--- src/rtl/sram_lane_pkg.sv ---
package sram_lane_pkg;
  localparam int unsigned LANE_W = 8;
  localparam int unsigned LANES  = 2;
  localparam int unsigned DATA_W = LANE_W * LANES;

  typedef enum logic [1:0] {
    OP_IDLE  = 2'd0,
    OP_READ  = 2'd1,
    OP_WRITE = 2'd2
  } op_e;
endpackage

--- src/rtl/sram_lane_dec.sv ---
module sram_lane_dec
  import sram_lane_pkg::*;
(
  input  logic             ce1_ni,
  input  logic             ce2_i,
  input  logic             oe_ni,
  input  logic             we_ni,
  input  logic             lb_ni,
  input  logic             ub_ni,
  input  logic             wide_i,
  input  logic             sub_i,
  output op_e              op_o,
  output logic [LANES-1:0] bank_we_o,
  output logic [LANES-1:0] rd_mask_o
);
  logic             chip_on;
  logic             sel;
  logic [LANES-1:0] lane_req;

  assign chip_on = !ce1_ni && ce2_i;
  // byte enables only deselect in word mode
  assign sel = chip_on && (!wide_i || !(lb_ni && ub_ni));

  always_comb begin
    if (!sel)       op_o = OP_IDLE;
    else if (!we_ni) op_o = OP_WRITE;
    else if (!oe_ni) op_o = OP_READ;
    else            op_o = OP_IDLE;
  end

  assign lane_req = wide_i ? {!ub_ni, !lb_ni} : {sub_i, !sub_i};

  assign bank_we_o = (op_o == OP_WRITE) ? lane_req : '0;
  assign rd_mask_o = (op_o != OP_READ) ? '0 :
                     (wide_i ? {!ub_ni, !lb_ni} : {1'b0, 1'b1});
endmodule

--- src/rtl/sram_lane_bank.sv ---
module sram_lane_bank #(
  parameter int unsigned DEPTH  = 64,
  parameter int unsigned LANE_W = 8,
  localparam int unsigned AW    = $clog2(DEPTH)
) (
  input  logic              clk_i,
  input  logic              we_i,
  input  logic [AW-1:0]     addr_i,
  input  logic [LANE_W-1:0] din_i,
  output logic [LANE_W-1:0] dout_o
);
  logic [LANE_W-1:0] mem_q [DEPTH];

  always_ff @(posedge clk_i) begin
    if (we_i) mem_q[addr_i] <= din_i;
  end

  assign dout_o = mem_q[addr_i];
endmodule

--- src/rtl/sram_lane_rdout.sv ---
module sram_lane_rdout
  import sram_lane_pkg::*;
(
  input  logic              clk_i,
  input  logic              rst_ni,
  input  logic [LANES-1:0]  rd_mask_i,
  input  logic              byte_mode_i,
  input  logic              sub_i,
  input  logic [DATA_W-1:0] word_i,
  output logic [DATA_W-1:0] rdata_o,
  output logic [LANES-1:0]  lane_oe_o
);
  logic [DATA_W-1:0] rdata_d;

  always_comb begin
    rdata_d = '0;
    if (byte_mode_i) begin
      if (rd_mask_i[0])
        rdata_d[LANE_W-1:0] = word_i[sub_i*LANE_W +: LANE_W];
    end else begin
      for (int l = 0; l < LANES; l++)
        if (rd_mask_i[l]) rdata_d[l*LANE_W +: LANE_W] = word_i[l*LANE_W +: LANE_W];
    end
  end

  always_ff @(posedge clk_i or negedge rst_ni) begin
    if (!rst_ni) begin
      rdata_o   <= '0;
      lane_oe_o <= '0;
    end else begin
      rdata_o   <= rdata_d;
      lane_oe_o <= rd_mask_i;
    end
  end

  for (genvar l = 0; l < LANES; l++) begin : g_zero_chk
    a_r10_idle_lane_zero: assert property (@(posedge clk_i) disable iff (!rst_ni)
      !lane_oe_o[l] |-> rdata_o[l*LANE_W +: LANE_W] == '0);
  end
endmodule

--- src/rtl/sram_lane_core.sv ---
module sram_lane_core
  import sram_lane_pkg::*;
#(
  parameter int unsigned DEPTH = 64,
  localparam int unsigned AW   = $clog2(DEPTH)
) (
  input  logic              clk_i,
  input  logic              rst_ni,
  input  logic              ce1_ni,
  input  logic              ce2_i,
  input  logic              oe_ni,
  input  logic              we_ni,
  input  logic              lb_ni,
  input  logic              ub_ni,
  input  logic              wide_i,
  input  logic [AW-1:0]     addr_i,
  input  logic              sub_i,
  input  logic [DATA_W-1:0] wdata_i,
  output logic [DATA_W-1:0] rdata_o,
  output logic [LANES-1:0]  lane_oe_o
);
  op_e               op;
  logic [LANES-1:0]  bank_we;
  logic [LANES-1:0]  rd_mask;
  logic [DATA_W-1:0] word_rd;

  sram_lane_dec i_dec (
    .ce1_ni    (ce1_ni),
    .ce2_i     (ce2_i),
    .oe_ni     (oe_ni),
    .we_ni     (we_ni),
    .lb_ni     (lb_ni),
    .ub_ni     (ub_ni),
    .wide_i    (wide_i),
    .sub_i     (sub_i),
    .op_o      (op),
    .bank_we_o (bank_we),
    .rd_mask_o (rd_mask)
  );

  for (genvar l = 0; l < LANES; l++) begin : g_bank
    logic [LANE_W-1:0] din;
    // byte mode steers the low data lane to every bank
    assign din = wide_i ? wdata_i[l*LANE_W +: LANE_W] : wdata_i[LANE_W-1:0];

    sram_lane_bank #(.DEPTH(DEPTH), .LANE_W(LANE_W)) i_bank (
      .clk_i  (clk_i),
      .we_i   (bank_we[l]),
      .addr_i (addr_i),
      .din_i  (din),
      .dout_o (word_rd[l*LANE_W +: LANE_W])
    );

    a_r5_byte_write_half: assert property (@(posedge clk_i) disable iff (!rst_ni)
      (!wide_i && bank_we[l]) |-> (sub_i == (l == 1)));
  end

  sram_lane_rdout i_rdout (
    .clk_i       (clk_i),
    .rst_ni      (rst_ni),
    .rd_mask_i   (rd_mask),
    .byte_mode_i (!wide_i),
    .sub_i       (sub_i),
    .word_i      (word_rd),
    .rdata_o     (rdata_o),
    .lane_oe_o   (lane_oe_o)
  );

  a_r1_unselected_quiet: assert property (@(posedge clk_i) disable iff (!rst_ni)
    (ce1_ni || !ce2_i) |=> lane_oe_o == '0);
  a_r1_unselected_no_write: assert property (@(posedge clk_i) disable iff (!rst_ni)
    (ce1_ni || !ce2_i) |-> bank_we == '0);
  a_r2_no_lane_quiet: assert property (@(posedge clk_i) disable iff (!rst_ni)
    (wide_i && lb_ni && ub_ni) |=> lane_oe_o == '0);
  a_r3_word_read_lanes: assert property (@(posedge clk_i) disable iff (!rst_ni)
    (!ce1_ni && ce2_i && we_ni && !oe_ni && wide_i) |=> lane_oe_o == ~$past({ub_ni, lb_ni}));
  a_r4_write_not_driven: assert property (@(posedge clk_i) disable iff (!rst_ni)
    (!ce1_ni && ce2_i && !we_ni) |=> lane_oe_o == '0);
  a_r5_byte_low_lane: assert property (@(posedge clk_i) disable iff (!rst_ni)
    !wide_i |=> !lane_oe_o[1]);
  a_r7_output_disable: assert property (@(posedge clk_i) disable iff (!rst_ni)
    (we_ni && oe_ni) |=> lane_oe_o == '0);
endmodule

--- config.mk ---
export PLATFORM = sky130hd
export DESIGN_NAME = sram_lane_core
export DESIGN_NICKNAME = d
export VERILOG_FILES = /design/src/rtl/sram_lane_pkg.sv /design/src/rtl/sram_lane_dec.sv /design/src/rtl/sram_lane_bank.sv /design/src/rtl/sram_lane_rdout.sv /design/src/rtl/sram_lane_core.sv
export SDC_FILE = /design/constraint.sdc
export NUM_CORES = 1
export LEC_CHECK = 0
export BUFFER_PORTS_ARGS = -buffer_cell sky130_fd_sc_hd__buf_2
export CELL_PAD_IN_SITES_DETAIL_PLACEMENT = 0
export CELL_PAD_IN_SITES_GLOBAL_PLACEMENT = 1
export CORE_MARGIN = 8
export CORE_UTILIZATION = 25
export DETAILED_ROUTE_END_ITERATION = 10
export HOLD_SLACK_MARGIN = 0.15
export PLACE_DENSITY_LB_ADDON = 0.1
export SYNTH_ARGS = -nofsm -noshare
export SYNTH_HDL_FRONTEND = slang
export SYNTH_SLANG_ARGS = --single-unit
--- constraint.sdc ---
create_clock -name clk_i -period 2.8 [get_ports clk_i]
set_clock_uncertainty 0.2 [all_clocks]
set_input_delay 0.28 -clock clk_i [delete_from_list [all_inputs] [get_ports clk_i]]
set_output_delay 0.28 -clock clk_i [all_outputs]
set_load 0.05 [all_outputs]
======== After elaboration in Yosys (flattened, before gate mapping) ========
Memory sizes are Yosys's and may differ from the RTL's.
Cells that the tools add are included.
word-level totals
  output and inout bits ................... 18
  memories ................................ 2
  flip-flop bits (word level) ............. 18
  word-level logic and storage cells ...... 34
  RAM bits ................................ 1024
cells by class
  reductions and logical operators ........ 10
  equal/unequal tests ..................... 2
  mux-type cells .......................... 17
  shift-type cells ........................ 1
memories
  memory                  depth  bits a word  read ports  clocked after memory_dff  wr ports  line                  RTL
  g_bank[0].i_bank.mem_q  64     8            1           0                         1         sram_lane_bank.sv:12  logic [LANE_W-1:0] mem_q [DEPTH];
  g_bank[1].i_bank.mem_q  64     8            1           0                         1         sram_lane_bank.sv:12
operators with widths
  operator                                        count
  2-to-1 mux 8 bit                                6
  indexed part select 16 x 5 -> 8 bit             1
  2-to-1 mux 2 bit                                6
  logical NOT 1 bit                               6
  2-to-1 mux 1 bit                                5
  logical AND 1 bit                               3
  equality test 2 bit (second input constant)     1
  != test 2 x 1 -> 1 bit (second input constant)  1
  logical OR 1 bit                                1

======== Depth between registers and ports, before layout ========
  word-level depth ........................ 9
  depth in mapped cells ................... 11
  depth with buffers taken out ............ 6

======== Cells and area by module ========
A second synthesis with hierarchy kept.
second synthesis, totals
  cells, all modules ...................... 2404
  area total of the unflattened synthesis .. 41491.0 um^2
modules (own cells, without submodules)
  module           area each (um^2)  cells an instance  sequential area each (um^2)  instances
  sram_lane_bank   20289.5           1163               15374.7                      2
  sram_lane_rdout  705.7             57                 450.4                        1
  sram_lane_core   135.1             10                 0.0                          1
  sram_lane_dec    71.3              11                 0.0                          1

======== Worst setup path before layout ========
Ideal clock, no wire load.
  path type ............................... in2reg
  start ................................... in addr_i[3]
  end ..................................... mem g_bank[1].i_bank.mem_q[32][0], enable pin
  arrival time ............................ 1.857 ns
  setup slack ............................. 0.372 ns
  path buffers ............................ 2
  required time ........................... 2.229 ns
  stages .................................. 5
  cell sequence ........................... clkbuf_1 -> clkbuf_1 -> nor3b_1 -> nand2_1 -> nor2_1
RTL lines
  item             line                  RTL
  start, declared  sram_lane_core.sv:16  input logic [AW-1:0] addr_i,
  end, declared    sram_lane_bank.sv:12
No word-level cell before the write port.

======== Worst setup path after layout ========
  start ................................... mem g_bank[1].i_bank.mem_q[6][1]
  end ..................................... reg i_rdout.rdata_o[9]
on the way
  word-level cells in the longest chain between the ends .. 3
RTL lines
  item                          line                   RTL
  memory (64 x 8 bit)           -
  2-to-1 mux 8 bit              sram_lane_rdout.sv:22  if (rd_mask_i[l]) rdata_d[l*LANE_W +: LANE_W] = word_i[l*LANE_W +: LANE_W];
  2-to-1 mux 8 bit              sram_lane_rdout.sv:17  if (byte_mode_i) begin
  named net i_rdout.rdata_d[9]  sram_lane_rdout.sv:13  logic [DATA_W-1:0] rdata_d;
  end signal, assigned          sram_lane_rdout.sv:31  rdata_o <= rdata_d;
  end, declared                 sram_lane_rdout.sv:10  output logic [DATA_W-1:0] rdata_o,
The timed path passes the listed nets, and every way through them passes these cells.

==> out/qor.yml <==
status:
  status: "finished, final reports clean"
critical_path:
  required_ps: 3210
  critical_path_class: "reg2reg"
  path_buf_inv: 2
  arrival_ps: 3150
  crit_path_end_kind: "flip-flop"
  cp_max_fo: 2
  crit_family: "simple AND/OR/NAND/NOR gates"
  critPathSlowestCell: "mux4_2"
  reg2reg_slack_ps: 60
  cpMostUsedCell: "buf_4"
  cp-start-kind: "flip-flop"
  cp_cell_sequence: "mux4_2 -> a221o_1 -> nand2_2 -> nand3_1 -> nor4b_4 -> buf_4 -> buf_4 -> nor2_1"
  critical_path.max_stage_delay_ps: 550
sta:
  final_hold_viol_count: 0
  rsz0062_at_grt: "no"
  finalWorstPathRequiredPeriod_ps: 2740
  setup_viol: 0
  max_freq_ghz: 0.365
  slew_headroom: 0.300
  setup_ws_ps: 61.9
  fin_crit_sh: 0.978
  timing.hold.ws_ps: 266
  slew_violations: 0
  setup-tns-final_ps: 0
  tightestPinTransition_ps: 1050
final_layout:
  layoutNonFillerInstCount: 5155
  drive_above_1_share: 0.315
  stdcell_area_sq_mm: 0.0521
  syn_to_final_growth_pct: 27.4
  fin_util: 0.321
  fin_nets: 2908
clock_network:
  htreeDepth: 3
  cts-buffers-inserted: 119
  cts-root-buf: "clkbuf_16"
  ctsLongestPathBuffers: 3
  cts_tree: "built"
  cts_setup_buffers: 0
  worstSkewPairLatency_ps: 740
  path_clk_slew_ps: 60
  cts_sinks: 1042
yosys:
  yosys_register_bits: 1042
  synth-seq-area-share: 0.763
  syn_avg_cell_area_sq_um: 17.7
  netlist_instances: 2307
  yosysUniqueCellTypes: 73
  synthAdderAreaFrac: 0
  synth_edf_count: 1024
  synthSimpleGateAreaFrac: 0.0414
  synthesis.nets: 2339
  syn-cell-area_sq_mm: 0.0409
  async_flop_share: 0.0173
  synth_top_family_by_area: "compound AO/OA/AOI/OAI gates"
  synth-xor-area-share: 0
  yosysWarningCount: 0
  synth_flop_cell: "edfxtp_1"
  synth_mux_area_frac: 0.0834
  synth-compound-area-share: 0.0902
place:
  place_inst: 4908
  preCtsSetupSlack_ps: -712
  finalWeightedCongestion: 0.807
  port_buffers: 49
  dpl_cell_area_sq_mm: 0.0480
  post-dp-hpwl_microns: 110000
power:
  finalPower_mw: 35.2
  peakVddDrop_v: 0.000447
  power.density_mw_per_mm2: 675
  p_leak_nw: 17.6
drt:
  drt_wl_total_microns: 159000
  wl_per_cell_microns: 30.8
  drtAntennaViolNets: 0
  vias: 24673
  drcViolationCount: 0
  via_per_inst: 4.79
  drtIter0Drc: 2238
  first_pass_iters: 5
global_route:
  grt_pass1_wl_microns: 218000
  grt_max_degree: 65
  grt_use_total: 0.176
  grt_pass1_vias: 25683
  grt-ovfl-total: 0
  antenna_found_initial: 4
die:
  start_util: 0.252
  dieArea_sq_mm: 0.177
  fp.coreArea_sq_mm: 0.163
  chipWidth_microns: 420
  die_h_microns: 420
  num_io_pins: 50
  rows: 148
run:
  maxCapViolCount: 0
hold_path:
  worst_hold_path_type: "in2reg"
[worst reg2reg max path, cell delays in order, from the launching register on]
cell	delay [ps]
edfxtp_1	360
mux4_2	550
a221o_1	390
nand2_2	140
nand3_1	130
nor4b_4	480
buf_4	230
buf_4	110
nor2_1	30
[final cells by class]
type	count	area (sq um)
Clock inverter	73	662
Inverter	7	28.8
Sequential cell	1042	31200
Timing Repair Buffer	608	5410
Fill cell	15993	110000
Clock buffer	149	3130
Antenna cell	3	7.51
Multi-Input combinational cell	1098	8950
Tap cell	2175	2720
[kinds of logic (layout without fill, tap and decap cells)]
group,after synthesis,count (layout)
buf+inv,167,837
other cells,0,3
flops,1042,1042
simple gates,354,354
compound gates,487,487
mux,257,257
[power by group]
part	internal (mW)	switching, mW	total (mW)
Sequential	17.2	0.00857	17.2
Clock	8.81	6.48	15.3
Combinational	0.962	1.68	2.65
[flip-flops by register name (all words and copies together) (netlist names)]
signal and flops:
g_bank.i_bank.mem_q 1024, i_rdout.rdata_o 16, i_rdout.lane_oe_o 2
[worst paths after layout]
kind / startpoint / endpoint / cells after the start
max: g_bank[1].i_bank.mem_q[6][1]$_DFFE_PP_ / i_rdout.rdata_o[9]$_DFF_PN0_ / 8
min: addr_i[5] / i_rdout.rdata_o[3]$_DFF_PN0_ / 5
max reg2reg: g_bank[1].i_bank.mem_q[6][1]$_DFFE_PP_ / i_rdout.rdata_o[9]$_DFF_PN0_ / 8
min reg2reg: g_bank[1].i_bank.mem_q[17][2]$_DFFE_PP_ / i_rdout.rdata_o[10]$_DFF_PN0_ / 5
max in group asynchronous: rst_ni / i_rdout.rdata_o[12]$_DFF_PN0_ / 3
min in group asynchronous: rst_ni / i_rdout.lane_oe_o[1]$_DFF_PN0_ / 3
[cell usage after synthesis (all sizes together), types with 20 or more instances]
cell,instances,share of area
mux4,58,0.032
mux2i,110,0.027
o21ai,44,0.0054
a22oi,97,0.018
a221oi,99,0.021
mux2,89,0.025
buf,115,0.017
edfxtp,1024,0.75
nand2,86,0.0079
a31oi,20,0.0031
a21oi,47,0.0058
a22o,21,0.0045
o22ai,38,0.0058
a221o,27,0.0066
clkbuf,45,0.0041
nor2,157,0.014
[metal layers]
metal	vias up	wire, microns	global-route usage
met3	159	5920	0.0259
met5	-	0	0
met1	13328	69600	0.233
met2	550	80300	0.309
li1	10636	-	-
met4	0	2730	0.0331
[cells in the final DEF (no fill, tap or decap), drive strengths merged, types with 59 or more instances in the layout]
cell type  Yosys  routed
clkbuf        45     150
a22oi         97      97
clkinv         0      59
nor2         157     157
nand2         86      86
mux2          89      89
mux2i        110     110
a221oi        99      99
buf          115     585
edfxtp      1024    1024
[what timing repair did]
action,4_1_cts,5_1_grt
pin swaps,4,4
endpoints found under the setup margin,6,4
endpoints found under the hold margin,596,0
hold buffers,22,0
gates resized for setup,7,2
Note: power is estimated with default switching activity, not from simulation.
